## config.mk

```make
export PLATFORM = sky130hd
export DESIGN_NAME = spi_hold_gate
export DESIGN_NICKNAME = d
export VERILOG_FILES = /design/src/rtl/spi_hold_pkg.sv /design/src/rtl/spi_hold_sync.sv /design/src/rtl/spi_hold_edge.sv /design/src/rtl/spi_hold_fsm.sv /design/src/rtl/spi_hold_wel.sv /design/src/rtl/spi_hold_gate.sv
export SDC_FILE = /design/constraint.sdc
export NUM_CORES = 1
export LEC_CHECK = 0
export ABC_AREA = 1
export BUFFER_PORTS_ARGS = -buffer_cell sky130_fd_sc_hd__buf_2
export CORE_AREA = 2 2 49 47
export DETAILED_ROUTE_END_ITERATION = 12
export DIE_AREA = 0 0 51 49
export PLACE_DENSITY = 0.72
export SETUP_SLACK_MARGIN = 0.02
export SLEW_MARGIN = 10
export SYNTH_ARGS = -nofsm -noshare
export SYNTH_HDL_FRONTEND = slang
export SYNTH_HIERARCHICAL = 1
export SYNTH_SLANG_ARGS = --single-unit
```

## constraint.sdc

```tcl
create_clock -name clk -period 1.4 [get_ports clk]
set_clock_uncertainty 0.2 [all_clocks]
set_input_delay 0.42 -clock clk [delete_from_list [all_inputs] [get_ports clk]]
set_output_delay 0.42 -clock clk [all_outputs]
set_load 0.1 [all_outputs]
```

## src/rtl/spi_hold_pkg.sv

```systemverilog
package spi_hold_pkg;
  typedef enum logic [2:0] {
    ST_IDLE      = 3'd0,
    ST_ACTIVE    = 3'd1,
    ST_HOLD_PEND = 3'd2,
    ST_HOLD      = 3'd3,
    ST_REL_PEND  = 3'd4
  } hold_state_e;

  // bit positions inside the synchronized pin vector
  localparam int PIN_CS   = 5;
  localparam int PIN_SCK  = 4;
  localparam int PIN_SI   = 3;
  localparam int PIN_HOLD = 2;
  localparam int PIN_WP   = 1;
  localparam int PIN_BUSY = 0;
  localparam int PIN_W    = 6;
endpackage

```

## src/rtl/spi_hold_sync.sv

```systemverilog
module spi_hold_sync #(
  parameter int WIDTH = 1,
  parameter int STAGES = 2,
  parameter logic [WIDTH-1:0] RST_VAL = '0
) (
  input  logic             clk,
  input  logic             rst,
  input  logic [WIDTH-1:0] d,
  output logic [WIDTH-1:0] q
);
  logic [STAGES-1:0][WIDTH-1:0] pipe;

  always_ff @(posedge clk) begin
    if (rst) pipe[0] <= RST_VAL;
    else     pipe[0] <= d;
  end

  for (genvar g = 1; g < STAGES; g++) begin : g_stage
    always_ff @(posedge clk) begin
      if (rst) pipe[g] <= RST_VAL;
      else     pipe[g] <= pipe[g-1];
    end
  end

  assign q = pipe[STAGES-1];
endmodule

```

## src/rtl/spi_hold_edge.sv

```systemverilog
module spi_hold_edge (
  input  logic clk,
  input  logic rst,
  input  logic sck_s,
  output logic rise,
  output logic fall
);
  logic sck_prev;

  always_ff @(posedge clk) begin
    if (rst) sck_prev <= 1'b0;
    else     sck_prev <= sck_s;
  end

  assign rise = sck_s & ~sck_prev;
  assign fall = ~sck_s & sck_prev;
endmodule

```

## src/rtl/spi_hold_fsm.sv

```systemverilog
module spi_hold_fsm
  import spi_hold_pkg::*;
(
  input  logic clk,
  input  logic rst,
  input  logic cs_n_s,
  input  logic hold_n_s,
  input  logic sck_s,
  input  logic rise,
  input  logic fall,
  output logic so_oe,
  output logic hold_active,
  output logic shift_rise,
  output logic shift_fall,
  output logic abort_pulse,
  output logic abort_now
);
  hold_state_e state_q, state_d;
  logic pass_d, held_d;

  always_comb begin
    state_d   = state_q;
    abort_now = 1'b0;
    if (state_q != ST_IDLE && cs_n_s) begin
      state_d   = ST_IDLE;
      abort_now = ~hold_n_s;
    end else begin
      case (state_q)
        ST_IDLE:      if (!cs_n_s) state_d = ST_ACTIVE;
        ST_ACTIVE:    if (!hold_n_s) state_d = sck_s ? ST_HOLD_PEND : ST_HOLD;
        ST_HOLD_PEND: begin
          if (hold_n_s)    state_d = ST_ACTIVE;
          else if (!sck_s) state_d = ST_HOLD;
        end
        ST_HOLD:      if (hold_n_s) state_d = sck_s ? ST_REL_PEND : ST_ACTIVE;
        ST_REL_PEND: begin
          if (!hold_n_s)   state_d = ST_HOLD;
          else if (!sck_s) state_d = ST_ACTIVE;
        end
        default:      state_d = ST_IDLE;
      endcase
    end
  end

  assign pass_d = (state_d == ST_ACTIVE) || (state_d == ST_HOLD_PEND);
  assign held_d = (state_d == ST_HOLD) || (state_d == ST_REL_PEND);

  always_ff @(posedge clk) begin
    if (rst) begin
      state_q     <= ST_IDLE;
      so_oe       <= 1'b0;
      hold_active <= 1'b0;
      shift_rise  <= 1'b0;
      shift_fall  <= 1'b0;
      abort_pulse <= 1'b0;
    end else begin
      state_q     <= state_d;
      so_oe       <= pass_d;
      hold_active <= held_d;
      shift_rise  <= rise & pass_d;
      shift_fall  <= fall & pass_d;
      abort_pulse <= abort_now;
    end
  end


  oe_hold_excl_chk: assert property (@(posedge clk) disable iff (rst)
    !(so_oe && hold_active));


  hold_blocks_shift_chk: assert property (@(posedge clk) disable iff (rst)
    hold_active |-> (!shift_rise && !shift_fall));


  hold_entry_chk: assert property (@(posedge clk) disable iff (rst)
    (state_q == ST_HOLD && $past(state_q) != ST_HOLD && $past(state_q) != ST_REL_PEND)
    |-> $past(!cs_n_s && !hold_n_s && !sck_s));


  hold_exit_chk: assert property (@(posedge clk) disable iff (rst)
    (state_q == ST_ACTIVE && ($past(state_q) == ST_HOLD || $past(state_q) == ST_REL_PEND))
    |-> $past(hold_n_s && !sck_s));
endmodule

```

## src/rtl/spi_hold_wel.sv

```systemverilog
module spi_hold_wel (
  input  logic clk,
  input  logic rst,
  input  logic set_i,
  input  logic clr_i,
  input  logic abort_i,
  output logic wel
);
  always_ff @(posedge clk) begin
    if (rst)                  wel <= 1'b0;
    else if (clr_i | abort_i) wel <= 1'b0;
    else if (set_i)           wel <= 1'b1;
  end


  wel_clr_chk: assert property (@(posedge clk) disable iff (rst)
    clr_i |=> !wel);


  wel_set_chk: assert property (@(posedge clk) disable iff (rst)
    (set_i && !clr_i && !abort_i) |=> wel);
endmodule

```

## src/rtl/spi_hold_gate.sv

```systemverilog
module spi_hold_gate
  import spi_hold_pkg::*;
#(
  parameter int SYNC_STAGES = 2
) (
  input  logic clk,
  input  logic rst,
  input  logic cs_n,
  input  logic sck,
  input  logic si,
  input  logic hold_n,
  input  logic wp_n,
  input  logic busy,
  input  logic wel_set,
  input  logic wel_clr,
  output logic shift_rise,
  output logic shift_fall,
  output logic si_bit,
  output logic so_oe,
  output logic hold_active,
  output logic abort_pulse,
  output logic wel,
  output logic wp_n_o,
  output logic busy_o
);
  localparam logic [PIN_W-1:0] PIN_RST = (1 << PIN_CS) | (1 << PIN_HOLD) | (1 << PIN_WP);

  logic [PIN_W-1:0] pins_raw, pins_s;
  logic rise, fall, abort_now;

  assign pins_raw[PIN_CS]   = cs_n;
  assign pins_raw[PIN_SCK]  = sck;
  assign pins_raw[PIN_SI]   = si;
  assign pins_raw[PIN_HOLD] = hold_n;
  assign pins_raw[PIN_WP]   = wp_n;
  assign pins_raw[PIN_BUSY] = busy;

  spi_hold_sync #(.WIDTH(PIN_W), .STAGES(SYNC_STAGES), .RST_VAL(PIN_RST)) u_sync (
    .clk(clk), .rst(rst), .d(pins_raw), .q(pins_s)
  );

  spi_hold_edge u_edge (
    .clk(clk), .rst(rst), .sck_s(pins_s[PIN_SCK]), .rise(rise), .fall(fall)
  );

  spi_hold_fsm u_fsm (
    .clk(clk), .rst(rst),
    .cs_n_s(pins_s[PIN_CS]), .hold_n_s(pins_s[PIN_HOLD]), .sck_s(pins_s[PIN_SCK]),
    .rise(rise), .fall(fall),
    .so_oe(so_oe), .hold_active(hold_active),
    .shift_rise(shift_rise), .shift_fall(shift_fall),
    .abort_pulse(abort_pulse), .abort_now(abort_now)
  );

  spi_hold_wel u_wel (
    .clk(clk), .rst(rst), .set_i(wel_set), .clr_i(wel_clr), .abort_i(abort_now), .wel(wel)
  );

  always_ff @(posedge clk) begin
    if (rst) begin
      si_bit <= 1'b0;
      wp_n_o <= 1'b1;
      busy_o <= 1'b0;
    end else begin
      si_bit <= pins_s[PIN_SI];
      wp_n_o <= pins_s[PIN_WP];
      busy_o <= pins_s[PIN_BUSY];
    end
  end


  abort_clears_wel_chk: assert property (@(posedge clk) disable iff (rst)
    abort_pulse |-> (!wel && !so_oe && !hold_active));
endmodule

```

==> results of run 1 <==
flip-flops by register name, indices dropped and copies added, names as in the netlist:
| register | flops |
|---|---|
| wp_n_o | 1 |
| si_bit | 1 |
| u_fsm/shift_fall | 1 |
| u_wel/wel | 1 |
| u_sync/pipe | 6 |
| u_sync/q | 6 |
| u_fsm/hold_active | 1 |
| u_fsm/shift_rise | 1 |
| busy_o | 1 |
| u_fsm/state_q | 3 |
| u_edge/sck_prev | 1 |
| u_fsm/so_oe | 1 |
| u_fsm/abort_pulse | 1 |
cells in the final DEF (no fill, tap or decap), drive strengths merged:
cell     n
clkbuf   4
inv     29
o21ai    2
dfxtp   25
nand4    2
nand2   26
nand3b   2
nor3     1
nand3    6
buf     25
nor2    23
a21oi    2
stage by stage:
stage          power, mW  cells
4_1_cts             1.24    172
3_5_place_dp       0.927    164
6_report            1.24    174
3_3_place_gp       0.921    164
5_1_grt             1.30    174
2_1_floorplan      0.874    124
cell type report:
cell class | instances | share of cell area [%]
Sequential cell | 25 | 39.8
Tap cell | 27 | 2.58
Clock buffer | 4 | 2.00
Timing Repair Buffer | 25 | 21.5
Multi-Input combinational cell | 64 | 25.9
Inverter | 29 | 8.30
power breakdown:
group / internal, mW / switching [mW]
sequential: 0.735 / 0.0182
combinational: 0.0720 / 0.110
clock: 0.111 / 0.193
cells by family after synthesis:
kind of cell           Yosys count  synth area share, %
AO/OA/AOI/OAI                    4                 2.48
buffers and inverters           35                 16.1
flip-flops                      25                 52.3
AND/OR/NAND/NOR                 60                 29.1
synth_stat cells:
cell	instances
a21oi_1	2
buf_4	6
dfxtp_1	25
inv_1	28
inv_2	1
nand2_1	23
nand2_2	2
nand2_4	1
nand3_1	5
nand3_2	1
nand3b_1	2
nand4_1	2
nor2_1	21
nor2_4	2
nor3_1	1
o21ai_0	1
o21ai_2	1
what timing repair did:
item / CTS / global route
setup endpoints to repair: 13 / 14
buffers inserted: 4 / 2
pin swaps: 1 / 3
gates resized for setup: 12 / 6
how the worst min path moves through the flow:
stage                   startpoint             end  slack (ns)  cells past startpoint
floorplan           u_sync/pipe[1]     u_sync/q[1]        0.19                      2
global placement       u_sync/q[0]          busy_o        0.19                      2
detailed placement     u_sync/q[3]          si_bit        0.19                      2
CTS                           cs_n  u_sync/pipe[5]        0.07                      3
global route                hold_n  u_sync/pipe[2]        0.08                      3
finish                        cs_n  u_sync/pipe[5]        0.08                      3
routing by layer:
layer	up-vias	wire (um)	global-route usage [%]
li1	402	-	-
met1	344	703	17.2
met2	27	1010	30.3
met3	2	109	2.45
met4	0	8	8.56
met5	-	0	0
==> impl_metrics.csv, run 1 <==
group,metric,value,unit
run_status,run_status,"finished, violations left",
run_status,violations_in_the_final_reports,"negative setup slack",
setup_path,critical_path.cell_chain,"buf_12",
setup_path,worstSetupEndpointType,"output port",
setup_path,cp_num_cells,1,
synth,yosys_warnings,6,
floorplan,die_area,2500,um2
drt,detail_route.wl_per_cell,10.5,um
pwr,peakVddDrop,0.697,mV
drt,detailedRoute.firstPassIterationCount,4,
synth,ys_ff_latch,25,
synth,avgSynthCellArea,7.72,um2
pwr,power.density_cell_area,945,nW/um2
grt,global_route_usage_over_all_layers,16.3,%
setup_path,critical_path.reg2reg.startpoint,"u_fsm/state_q[2]",
timing,worst_pin_slew,0.255,ns
synth,synthDominantCellAreaShare,52.3,%
clock_tree,clock_tree.buffer_depth,2,
clock_tree,h_tree_level_count,1,
cells_and_area,multiInputGateArea,339,um2
floorplan,die_boundary_width,51,um
timing,finalCritPeriodShare,106,%
setup_path,critical-path-slowest-cell,"dfxtp_2",
clock_tree,cts_num_sinks,25,
setup_path,setup.worst_path.start,"u_wel/wel",
cells_and_area,drive_above_1_share,38.8,%
grt,gr-total-overflow,0,
drt,remaining_drc_errors,0,
place,routabilityCongestion,0.785,
grt,first_pass_grt_wire_length,3.08,mm
drt,postRouteAntennaNets,0,
timing,layout_min_cycle_time,1.48,ns
floorplan,coreArea,2020,um2
timing,final-setup-viol-count,14,
cells_and_area,layout-area-overhead-vs-synth,37.0,%
setup_path,timing.critical_path.fanout_max,2,
place,io_buffers,18,
setup_path,worstSetupStartpointType,"flip-flop",
floorplan,io_pins,19,
synth,synthCells,124,
setup_path,setup.worst_path.end,"wel",
timing,fmax,675,MHz
timing,tns,-0.794,ns
grt,grt_start_max_net_pins,14,
setup_path,regToRegEndpoint,"u_fsm/shift_fall",
setup_path,worst-endpoint-arrival,0.86,ns
setup_path,critical_path.top_delay_family,"flip-flops",
setup_path,cp_data_required_time,0.78,ns
synth,netlist-cell-type-count,17,
clock_tree,tritoncts,"built",
clock_tree,postCtsHoldBufs,0,
timing,timing_hold_violations_final,0,
timing,rsz_0062_raised_after_global_routing,"yes",
clock_tree,clkLatencyLatePin,0.30,ns
timing,timing.hold.ws,0.0831,ns
timing,post_layout_worst_setup_margin,-0.0824,ns
synth,synth_area_leader_cell,"dfxtp_1",
pwr,p_leak,0.650,nW
grt,first_global_vias,779,
synth,most_area_consuming_cells_after_synthesis,"dfxtp_1, inv_1, nand2_1, nor2_1, buf_4",
setup_path,crit_buf_inv,1,
floorplan,floorplan.initialDensity,47.3,%
place,detailedPlacementHpwl,1.21,mm
cells_and_area,antenna_cells_inserted,0,
cells_and_area,post-route-util,64.9,%
floorplan,placementRows,16,
drt,detailedRoute.firstIterationViolations,15,
setup_path,reg2reg_depth,7,
drt,vias_per_cell,4.45,
synth,post_synth_instance_area,957,um2
worst_hold_path,hold_path.class,"in -> reg",
cells_and_area,final_design_area_no_fill,1310,um2
timing,final_slew_viol_count,0,
synth,syn_nets,134,
synth,ys_seq_area_share,52.3,%
grt,initial_antenna_violation_count,0,
clock_tree,clock-root-buffer,"clkbuf_4",
place,placed_area,1190,um2
clock_tree,worst_setup_hold_path_clk_slew,0.12,ns
clock_tree,numCtsBuffers,3,
setup_path,crit_path_max_incr_delay,0.38,ns
cells_and_area,finish.net_count,158,
run,drv.max_cap_violation_count,0,
setup_path,r2r_slack,-0.08,ns
drt,wirelength,1.83,mm
place,place_worst_setup_slack,-0.0882,ns
setup_path,path_class,"reg -> out",
cells_and_area,ff_latch_area,522,um2
drt,vias,775,
timing,timing.slew.headroom,83.0,%
cells_and_area,num-fill-cells,166,
floorplan,chipHeight,49,um
No activity file was read; power rests on OpenSTA's default activity.
==> inputs of run 2 (changes only) <==
--- a/config.mk
+++ b/config.mk
@@ -6,7 +6,7 @@
 export NUM_CORES = 1
 export LEC_CHECK = 0
 export ABC_AREA = 1
-export BUFFER_PORTS_ARGS = -buffer_cell sky130_fd_sc_hd__buf_2
+export BUFFER_PORTS_ARGS = -buffer_cell sky130_fd_sc_hd__buf_4
 export CORE_AREA = 2 2 49 47
 export DETAILED_ROUTE_END_ITERATION = 12
 export DIE_AREA = 0 0 51 49
==> run 2 against run 1 <==
Compared with the run above:
- the flow still finishes with violations (negative setup slack)
- worst hold slack got worse by 0.011 ns
- maximum frequency decreased by 0.17%
- sequential power about the same
- register-to-register slack improved by 0.02 ns
- first-iteration DRC count unchanged
- routed wire length increased by 1.3%
- highest routed layer unchanged
==> impl_metrics.csv, run 2 (synthesis gave the netlist of run 1 again) <==
group,metric,value,unit
floorplan,placementRows,16,
setup_path,crit_buf_inv,1,
cells_and_area,most_frequent_standard_cell_in_the_layout_excluding_fill_and_tap_cells,"inv_1",
grt,grt_start_max_net_pins,19,
setup_path,worstSetupStartpointType,"flip-flop",
timing,timing_hold_violations_final,0,
drt,wirelength,1.85,mm
setup_path,reg2reg_depth,8,
floorplan,die_boundary_width,51,um
timing,fmax,673,MHz
cells_and_area,drive_above_1_share,39.6,%
setup_path,cp_data_required_time,0.78,ns
pwr,peakVddDrop,0.687,mV
run_status,violations_in_the_final_reports,"negative setup slack",
cells_and_area,layout-area-overhead-vs-synth,40.0,%
setup_path,regToRegEndpoint,"u_fsm/shift_rise",
grt,first_pass_grt_wire_length,2.99,mm
cells_and_area,final_design_area_no_fill,1340,um2
pwr,power,1.26,mW
floorplan,coreArea,2020,um2
drt,vias,768,
setup_path,path_class,"reg -> out",
drt,vias_per_cell,4.36,
timing,tns,-0.852,ns
cells_and_area,final_cell_mix,"inv_1, nor2_1, nand2_1",
clock_tree,clock-root-buffer,"clkbuf_4",
grt,first_global_vias,726,
setup_path,crit_path_max_incr_delay,0.38,ns
drt,postRouteAntennaNets,0,
timing,timing.slew.headroom,84.1,%
place,placed_area,1090,um2
timing,post_layout_worst_setup_margin,-0.0850,ns
clock_tree,h_tree_level_count,1,
worst_hold_path,timing.hold.worst.start,"wp_n",
drt,detailedRoute.firstIterationViolations,15,
cells_and_area,ff_latch_area,524,um2
cells_and_area,multiInputGateArea,328,um2
grt,initial_antenna_violation_count,0,
grt,gr-total-overflow,0,
timing,rsz_0062_raised_after_global_routing,"yes",
place,detailedPlacementHpwl,1.10,mm
setup_path,worst-endpoint-arrival,0.86,ns
cells_and_area,finish.net_count,160,
clock_tree,clock_tree.buffer_depth,2,
setup_path,r2r_slack,-0.06,ns
run_status,run_status,"finished, violations left",
clock_tree,cts_num_sinks,25,
timing,final-setup-viol-count,14,
clock_tree,numCtsBuffers,3,
timing,final_slew_viol_count,0,
floorplan,chipHeight,49,um
place,number_of_placed_instances_taps_included,163,
worst_hold_path,hold_path.class,"in -> reg",
drt,detailedRoute.firstPassIterationCount,4,
floorplan,die_area,2500,um2
drt,detail_route.wl_per_cell,10.5,um
floorplan,io_pins,19,
timing,finalCritPeriodShare,106,%
timing,layout_min_cycle_time,1.48,ns
setup_path,critical-path-slowest-cell,"dfxtp_2",
cells_and_area,finish.cell_count_without_fillers,176,
pwr,power.density_cell_area,941,nW/um2
setup_path,critical_path.top_delay_family,"flip-flops",
cells_and_area,antenna_cells_inserted,0,
clock_tree,postCtsHoldBufs,0,
drt,remaining_drc_errors,0,
setup_path,timing.critical_path.fanout_max,2,
worst_hold_path,endpoint_with_the_worst_hold_slack,"u_sync/pipe[1]",
place,io_buffers,18,
cells_and_area,num-fill-cells,162,
setup_path,worstSetupEndpointType,"output port",
place,routabilityCongestion,0.881,
clock_tree,worst_setup_hold_path_clk_slew,0.13,ns
run,drv.max_cap_violation_count,0,
worst_hold_path,hold_depth,3,
cells_and_area,post-route-util,66.3,%
clock_tree,tritoncts,"built",
grt,global_route_usage_over_all_layers,16.0,%
clock_tree,clkLatencyLatePin,0.31,ns
pwr,p_leak,0.666,nW
timing,worst_pin_slew,0.237,ns
setup_path,critical_path.reg2reg.startpoint,"u_fsm/state_q[0]",
setup_path,critical_path.cell_chain,"buf_12",
floorplan,floorplan.initialDensity,47.3,%
## run 2: cell count changes in the layout (fill, tap and decap cells not counted), sizes merged
cell / before / now
clkinvlp: 0 / 1
buf: 25 / 27
clkbuf: 4 / 3
## run 2: how the worst max path moves through the flow
stage	from	to	slack (ns)	cells past startpoint
4_1_cts	u_wel/wel	wel	-0.10	1
5_1_grt	u_fsm/state_q[1]	u_fsm/shift_fall	-0.15	8
6_report	u_wel/wel	wel	-0.08	1
3_5_place_dp	u_fsm/state_q[1]	u_fsm/shift_fall	-0.09	9
3_3_place_gp	u_fsm/state_q[1]	u_fsm/shift_rise	-0.02	9
2_1_floorplan	u_fsm/state_q[1]	u_fsm/shift_fall	0.07	8
## run 2: layout make-up
cell class                 instances  area share (%)
sequential                        25            39.1
multi-input combinational         64            24.5
timing repair buffer              27            23.5
inverter                          29            8.12
tap                               27            2.52
clock buffer                       3            1.68
clock inverter                     1           0.560
## run 2: repair_timing
item                       in CTS  in global routing
setup endpoints to repair      13                 16
gates resized for setup        35                  8
pin swaps                       2                  3
buffers inserted                7                  2
## run 2: report_power, final
| part | internal (mW) | switching, mW | total (mW) |
|---|---|---|---|
| registers | 0.734 | 0.0179 | 0.751 |
| logic | 0.0796 | 0.107 | 0.187 |
| clock network | 0.109 | 0.214 | 0.323 |
| total | 0.922 | 0.338 | 1.26 |
## run 2: layer usage
metal  global-route usage (%)  wire length (um)  up-vias
li1                         -                 -      406
met1                     17.7               767      338
met2                     28.6               979       22
met3                     3.99                86        2
met4                     6.31                17        0
met5                        0                 0        -
## run 2: through the flow
step                hold WS, ns  setup slack (ns)
finish                   0.0726           -0.0850
global placement          0.189           -0.0215
CTS                      0.0569            -0.103
global route             0.0568            -0.153
floorplan                 0.187            0.0719
detailed placement        0.193           -0.0854
==> inputs of run 3 (changes only) <==
--- a/config.mk
+++ b/config.mk
@@ -11,6 +11,7 @@
 export DETAILED_ROUTE_END_ITERATION = 12
 export DIE_AREA = 0 0 51 49
 export PLACE_DENSITY = 0.72
+export RECOVER_POWER = 100
 export SETUP_SLACK_MARGIN = 0.02
 export SLEW_MARGIN = 10
 export SYNTH_ARGS = -nofsm -noshare
==> run 3 against run 2 <==
Compared with the run above:
- the flow still finishes with violations (negative setup slack)
- global-route usage did not move
- critical path depth did not move
- largest cell class unchanged
- total power barely moved
==> impl_metrics.csv, run 3 (synthesis gave the netlist of run 1 again) <==
group,metric,value,unit
setup_path,critical_path.top_delay_family,"flip-flops",
place,place_worst_setup_slack,-0.0854,ns
cells_and_area,finish.net_count,160,
grt,gr-total-overflow,0,
place,detailedPlacementHpwl,1.10,mm
grt,groute.layer.met1.usage,17.7,%
setup_path,timing.critical_path.fanout_max,2,
setup_path,crit_buf_inv,1,
clock_tree,numCtsBuffers,3,
drt,detail_route.wl_per_cell,10.5,um
floorplan,floorplan.initialDensity,47.3,%
cells_and_area,final_cell_mix,"inv_1, nor2_1, nand2_1",
pwr,cell_int_power,922,uW
cells_and_area,most_frequent_standard_cell_in_the_layout_excluding_fill_and_tap_cells,"inv_1",
clock_tree,clkLatencyLatePin,0.31,ns
floorplan,coreArea,2020,um2
setup_path,crit_path_max_incr_delay,0.38,ns
floorplan,die_area,2500,um2
setup_path,critical-path-slowest-cell,"dfxtp_2",
grt,met3_use_gr,3.99,%
grt,grt_start_max_net_pins,19,
place,routabilityCongestion,0.881,
timing,final_slew_viol_count,0,
place,number_of_placed_instances_taps_included,163,
timing,tns,-0.843,ns
timing,finalCritPeriodShare,106,%
floorplan,chipHeight,49,um
setup_path,worst-endpoint-arrival,0.86,ns
place,io_buffers,18,
clock_tree,worst_setup_hold_path_clk_slew,0.13,ns
grt,grt.met2_usage,28.6,%
grt,first_global_vias,726,
drt,vias_per_cell,4.37,
clock_tree,clock_tree.buffer_depth,2,
worst_hold_path,hold_path.class,"in -> reg",
timing,fmax,674,MHz
clock_tree,h_tree_level_count,1,
floorplan,io_pins,19,
grt,global_route_usage_over_all_layers,16.0,%
cells_and_area,layout-area-overhead-vs-synth,40.0,%
drt,wirelength,1.84,mm
pwr,netSwitchingFraction,26.8,%
drt,remaining_drc_errors,0,
clock_tree,tritoncts,"built",
setup_path,path_class,"reg -> out",
pwr,p_seq_share,59.7,%
timing,timing.hold.ws,0.0738,ns
grt,initial_antenna_violation_count,0,
pwr,comb_power_share,14.8,%
timing,final-setup-viol-count,13,
pwr,p_leak,0.667,nW
cells_and_area,finish.cell_count_without_fillers,176,
timing,timing_hold_violations_final,0,
timing,worst_pin_slew,0.237,ns
timing,timing.slew.headroom,84.1,%
pwr,peakVddDrop,0.687,mV
pwr,power.density_cell_area,940,nW/um2
drt,postRouteAntennaNets,0,
drt,vias,769,
drt,detailedRoute.firstIterationViolations,15,
floorplan,die_boundary_width,51,um
setup_path,worstSetupEndpointType,"output port",
run_status,violations_in_the_final_reports,"negative setup slack",
timing,layout_min_cycle_time,1.48,ns
drt,detailedRoute.firstPassIterationCount,4,
cells_and_area,drive_above_1_share,38.9,%
timing,rsz_0062_raised_after_global_routing,"yes",
cells_and_area,antenna_cells_inserted,0,
clock_tree,clock-root-buffer,"clkbuf_4",
run_status,run_status,"finished, violations left",
grt,first_pass_grt_wire_length,2.99,mm
floorplan,placementRows,16,
setup_path,critical_path.cell_chain,"buf_12",
setup_path,cp_data_required_time,0.78,ns
pwr,clock_power_share,25.6,%
clock_tree,cts_num_sinks,25,
run,drv.max_cap_violation_count,0,
pwr,net-switching-power,337,uW
grt,grt_most_used_layer,"met2",
timing,post_layout_worst_setup_margin,-0.0847,ns
setup_path,worstSetupStartpointType,"flip-flop",
run 3: changes by cell type in the layout (fill, tap and decap cells not counted):
cell,before,now
inv_1,27,28
inv_2,2,1
run 3: power groups by stage:
| stage | Sequential, mW | Combinational [mW] | Clock (mW) |
|---|---|---|---|
| after floorplan | 0.808 | 0.0659 | 0 |
| after global placement | 0.767 | 0.141 | 0 |
| after detailed placement | 0.768 | 0.143 | 0 |
| after CTS | 0.753 | 0.176 | 0.342 |
| after global routing | 0.755 | 0.201 | 0.367 |
| final | 0.751 | 0.186 | 0.322 |
run 3: metal layers:
layer,wire [um],share of wire (%)
met5,0,0
met1,773,42
met2,963,52
met3,90,4.9
met4,17,0.92
run 3: area by class of cell:
type                       instances  area [um2]
multi-input combinational         64         328
clock buffer                       3        22.5
timing repair buffer              27         315
fill                             162         682
tap                               27        33.8
clock inverter                     1        7.51
inverter                          29         109
sequential                        25         524
run 3: path summary, 6_finish.rpt:
kind | start | end | slack, ns | cells after the start
worst max-delay path | u_wel/wel | wel | -0.08 | 1
worst max register to register | u_fsm/state_q[0] | u_fsm/shift_rise | -0.06 | 8
worst min register to register | u_sync/q[0] | busy_o | 0.21 | 2
worst min-delay path | wp_n | u_sync/pipe[1] | 0.07 | 3
run 3: through the flow:
stage	util (%)	instance area [um2]	power [mW]
finish	66.3	1340	1.26
CTS	64.5	1310	1.27
global placement	54.0	1090	0.907
detailed placement	54.0	1090	0.911
floorplan	-	968	0.874
global route	66.3	1340	1.32
run 3: what timing repair did:
| action | 4_1_cts | 5_1_grt |
|---|---|---|
| pin swaps | 2 | 3 |
| buffers inserted | 7 | 2 |
| setup endpoints to repair | 13 | 16 |
| gates cloned | 0 | 0 |
| gates resized for setup | 35 | 8 |
| hold buffers | 0 | 0 |
